<file path="src/rtl/sector_write_guard.sv">
module sector_write_guard #(
  parameter int SECTOR_BYTES  = 512,
  parameter int BACKUP_CYCLES = 500000,
  parameter int CNT_W         = 16
) (
  input  logic                            clk,
  input  logic                            rst_n,
  input  logic                            in_valid,
  input  logic [7:0]                      in_data,
  output logic                            in_ready,
  input  logic                            pwr_good,
  output logic                            wr_req,
  input  logic                            wr_done,
  input  logic [$clog2(SECTOR_BYTES)-1:0] rd_addr,
  output logic [7:0]                      rd_data,
  output logic                            busy,
  output logic                            halted,
  output logic                            backup_expired,
  output logic [CNT_W-1:0]                abort_cnt,
  output logic [CNT_W-1:0]                done_cnt
);
  localparam int AW = $clog2(SECTOR_BYTES);
  localparam int TW = $clog2(BACKUP_CYCLES + 1);

  typedef enum logic [1:0] {S_RECV, S_WRITE, S_BACKUP, S_HALT} state_t;

  state_t        state;
  logic [7:0]    buf_mem [SECTOR_BYTES];
  logic [AW-1:0] fill;
  logic [TW-1:0] timer;

  wire take      = in_valid && in_ready;
  wire last_byte = (fill == AW'(SECTOR_BYTES - 1));

  assign in_ready = (state == S_RECV) && pwr_good;
  assign busy     = (state == S_WRITE) || (state == S_BACKUP);
  assign halted   = (state == S_HALT);
  assign rd_data  = buf_mem[rd_addr];

  always_ff @(posedge clk)
    if (take) buf_mem[fill] <= in_data;

  always_ff @(posedge clk or negedge rst_n) begin
    if (!rst_n) begin
      state          <= S_RECV;
      fill           <= '0;
      timer          <= '0;
      wr_req         <= 1'b0;
      backup_expired <= 1'b0;
      abort_cnt      <= '0;
      done_cnt       <= '0;
    end else begin
      wr_req <= 1'b0;
      case (state)
        S_RECV:
          if (!pwr_good) begin
            if (fill != '0) abort_cnt <= abort_cnt + 1'b1;
            fill  <= '0;
            state <= S_HALT;
          end else if (take) begin
            if (last_byte) begin
              fill   <= '0;
              wr_req <= 1'b1;
              state  <= S_WRITE;
            end else begin
              fill <= fill + 1'b1;
            end
          end
        S_WRITE:
          if (wr_done) begin
            done_cnt <= done_cnt + 1'b1;
            state    <= pwr_good ? S_RECV : S_HALT;
          end else if (!pwr_good) begin
            timer <= '0;
            state <= S_BACKUP;
          end
        S_BACKUP:
          if (wr_done) begin
            done_cnt <= done_cnt + 1'b1;
            state    <= S_HALT;
          end else if (timer == TW'(BACKUP_CYCLES - 1)) begin
            backup_expired <= 1'b1;
            state          <= S_HALT;
          end else begin
            timer <= timer + 1'b1;
          end
        default: ;
      endcase
    end
  end

  p_req_pulse_r3: assert property (@(posedge clk) disable iff (!rst_n)
    wr_req |=> !wr_req);
  p_req_busy_r3: assert property (@(posedge clk) disable iff (!rst_n)
    wr_req |-> busy);
  p_busy_blocks_r4: assert property (@(posedge clk) disable iff (!rst_n)
    busy |-> !in_ready);
  p_dead_input_r5: assert property (@(posedge clk) disable iff (!rst_n)
    !pwr_good |-> !in_ready);
  p_halt_sticky_r10: assert property (@(posedge clk) disable iff (!rst_n)
    halted |=> halted);
  p_halt_quiet_r8: assert property (@(posedge clk) disable iff (!rst_n)
    halted |=> ($stable(done_cnt) && $stable(abort_cnt) && !wr_req && !busy));
  p_expire_halts_r9: assert property (@(posedge clk) disable iff (!rst_n)
    $rose(backup_expired) |-> (halted && !busy));
endmodule

</file>
<file path="config.mk">
export PLATFORM = sky130hd
export DESIGN_NAME = sector_write_guard
export DESIGN_NICKNAME = d
export VERILOG_FILES = /design/src/rtl/sector_write_guard.sv
export SDC_FILE = /design/constraint.sdc
export NUM_CORES = 2
export LEC_CHECK = 0
export ABC_AREA = 1
export BUFFER_PORTS_ARGS = -buffer_cell sky130_fd_sc_hd__buf_2
export CAP_MARGIN = 40
export CORE_ASPECT_RATIO = 0.5
export CORE_MARGIN = 2
export CORE_UTILIZATION = 35
export DETAILED_ROUTE_END_ITERATION = 10
export SYNTH_ARGS = -nofsm -noshare
export SYNTH_HDL_FRONTEND = slang
export SYNTH_SLANG_ARGS = --single-unit
</file>
<file path="constraint.sdc">
create_clock -name clk -period 6.5 [get_ports clk]
set_clock_uncertainty 0.2 [all_clocks]
set_input_delay 1.3 -clock clk [delete_from_list [all_inputs] [get_ports clk]]
set_output_delay 1.3 -clock clk [all_outputs]
set_load 0.02 [all_outputs]
</file>
==> impl_results.md <==
- GR Layer Usage met3: 0.0365
- #FFs+latches synth: 4160
- DRT Pass-1 Iters: 6
- Setup CP Type: in -> out
- Most instantiated cells after synthesis: nand2_1, nand3_1, edfxtp_1
- Final GP Congestion: 0.853
- Hold Crit Class: in -> async
- Fillers: approximately 46000
- Post-CTS setup buffers: 0
- Fin. Hold Viols: 0
- Layout cell share with drive strength beyond 1: 0.0636
- Largest net degree at the start of global routing: 166
- Met1 usage in global routing: 0.273
- Vias in the first global route: 105000
- Tot GR Track Use: 0.190
- Syn nets: 14300
- R2R Setup Slk: approximately 1.9 ns
- CP Capture Type: primary output
- Count of cell types in the netlist: 40
- Core area: 485000 sq um
- TritonCTS buffer count: 385
- Critical path peak fanout: 40
- Placed inst area: about 180000 sq um
- Total grt overflow: 0
- Clock buffer depth: 4
- Number of flops mapped to enable cells by yosys: 4096
- Share of the synthesized area in the top cell type: 0.723
- Via Count: between 100k and 150k
- Clock sink count: 4160
- Register area share after synthesis: 0.732
- YS warnings: 0
- Synth area leaders: edfxtp_1, nand3_1, nand2_1
- F_max: 156 MHz
- Initial antenna violation count: 25
- Cell area after layout: 189000 sq um
- Max Cap Violations: 0
- Wirelength per Cell: ~23 um
- VDD IR max: 246 uV
- Num rows: ~180
- DRT iter0 DRCs: 14600
- Synth area leader: edfxtp_1
- Routed vias/inst: approximately 5.4
- Initial core utilization: 0.351
- Die Ht: 497 um
- Cells after synthesis: 14200
- Setup TNS: 0 ns
- First-pass GRT wire length: about 710000 um
- Hold-fix buffers, CTS: 0
- Max-slew violations: 0
- Post-cts resize count: 0
- Worst setup SP type: input pin
- Die X: slightly below 1000 um
- Number of remaining DRC errors: 0
- CTS tree: done
- Routed Antenna Nets: 0
- Final Net Count: 14100
- GR peak layer: met2
- Reg clk slew, reported paths: approximately 0.070 ns
- Top-count cell post-synth: nand2_1
- DPL Wire Length: 276000 um
- Final setup fails: 0
- Die area: 492000 sq um
- Outcome: finished, final reports clean
- Grt met2 use: 0.292
- Final WL: ~480000 um
- IO Count: 67
- Root Buffer: clkbuf_16
- Post-layout min period: 6.42 ns
- Leak pwr: approximately 65 nW
- Worst-skew pair later-pin latency: 0.92 ns
- Synth-to-Final Area Change: 11.0%
- Worst slew pin tran: 1.01 ns
- Relative slew slack: 0.324
- CP Data Required Time: 5.00 ns
- Syn Area/Cell: 12.0 sq um
- H-tree depth: 5
- Period utilization: 0.988
- Port bufs: 66
- Async SR Flop Fraction: 0.0154
- Dominant synthesized flop cell: edfxtp_1
- CP arrival: slightly below 5 ns
- Synthesized area: approximately 170000 sq um
- P per Cell Area: between 200 and 300 nW/um^2
- RSZ-0062 raised after global routing: no
[power by group]
part / switching [mW] / total, mW / internal (mW)
Combinational: 2.91 / 3.83 / 0.929
Clock: 10.1 / 22.0 / 11.9
Sequential: 0.0620 / 29.6 / 29.5
[flip-flops by register name, indices dropped and copies added, names as in the netlist]
| name | count |
|---|---|
| timer | 19 |
| state | 2 |
| buf_mem | 4096 |
| done_cnt | 16 |
| fill | 9 |
| backup_expired | 1 |
| wr_req | 1 |
| abort_cnt | 16 |
[per-layer routing]
layer	up-vias	share of wire	routed length, um
met5	-	0.00020	98
met2	5265	0.45	218000
met4	14	0.031	15200
met1	55300	0.42	204000
met3	810	0.096	46400
li1	50200	-	-
[stage by stage]
stage                     utilization  hold WS [ns]  power (mW)  instances  setup slack [ns]
after CTS                       0.389        0.0852        55.6      20800             0.244
after global placement          0.365         0.258        33.9      20100             0.198
after global routing            0.389         0.135        56.9      20800            0.0520
final                           0.389         0.151        55.4      20800            0.0787
after detailed placement        0.365         0.275        33.9      20100             0.251
after floorplan                     -         0.273        32.2      14200              2.33
[cells in the final DEF (no fill, tap or decap), types with 64 or more instances in the layout]
cell type and n:
dfrtp_1 64, nor2_1 554, clkbuf_1 93, edfxtp_1 4096, clkbuf_16 392, nand3_1 4102
buf_12 125, clkinv_1 99, buf_4 186, nand2_1 4197
[worst max-delay path, stage by stage]
cell     delay, ns
buf_8         0.16
inv_8         0.46
buf_4         0.54
nand3_1       0.21
nand3_1       0.16
nand3_1       0.14
nand3_1       0.21
nand3_1       0.35
nand3_1       0.34
nand3_1       0.46
nand2_1       0.21
buf_2         0.24
[logic make-up (layout without fill, tap and decap cells)]
family,after synthesis,in the layout,share of synthesized area
buf+inv,1056,1138,0.0358
other cells,0,7,0
simple gates,8924,8924,0.228
mux,1,1,0.0000661
flops,4160,4160,0.732
compound gates,42,42,0.00147
xor+xnor,39,39,0.00201
fa+ha+maj,13,13,0.000956
[worst paths after layout]
path                                          startpoint                   endpoint  cells past startpoint
worst max-delay path                          rd_addr[2]                 rd_data[6]                     12
worst min-delay path                               rst_n  abort_cnt[15]$_DFFE_PN0P_                      1
worst max register to register      state[0]$_DFFE_PN0P_  buf_mem[206][2]$_DFFE_PP_                     10
worst min register to register  done_cnt[15]$_DFFE_PN0P_   done_cnt[15]$_DFFE_PN0P_                      1
max in group asynchronous                          rst_n   done_cnt[13]$_DFFE_PN0P_                      2
min in group clk                done_cnt[15]$_DFFE_PN0P_   done_cnt[15]$_DFFE_PN0P_                      1
[final cells by class]
type / instances / area (sq um) / area share
diodes: 7 / 17.5 / 0.0000927
clock buffers: 486 / 10200 / 0.0538
clock inverters: 202 / 1600 / 0.00847
inverters: 69 / 313 / 0.00166
multi-input cells: 9019 / 39600 / 0.210
flip-flops and latches: 4160 / 125000 / 0.659
well taps: 6496 / 8130 / 0.0430
repair buffers: 381 / 4510 / 0.0239
Note: power is estimated with default switching activity, not from simulation.
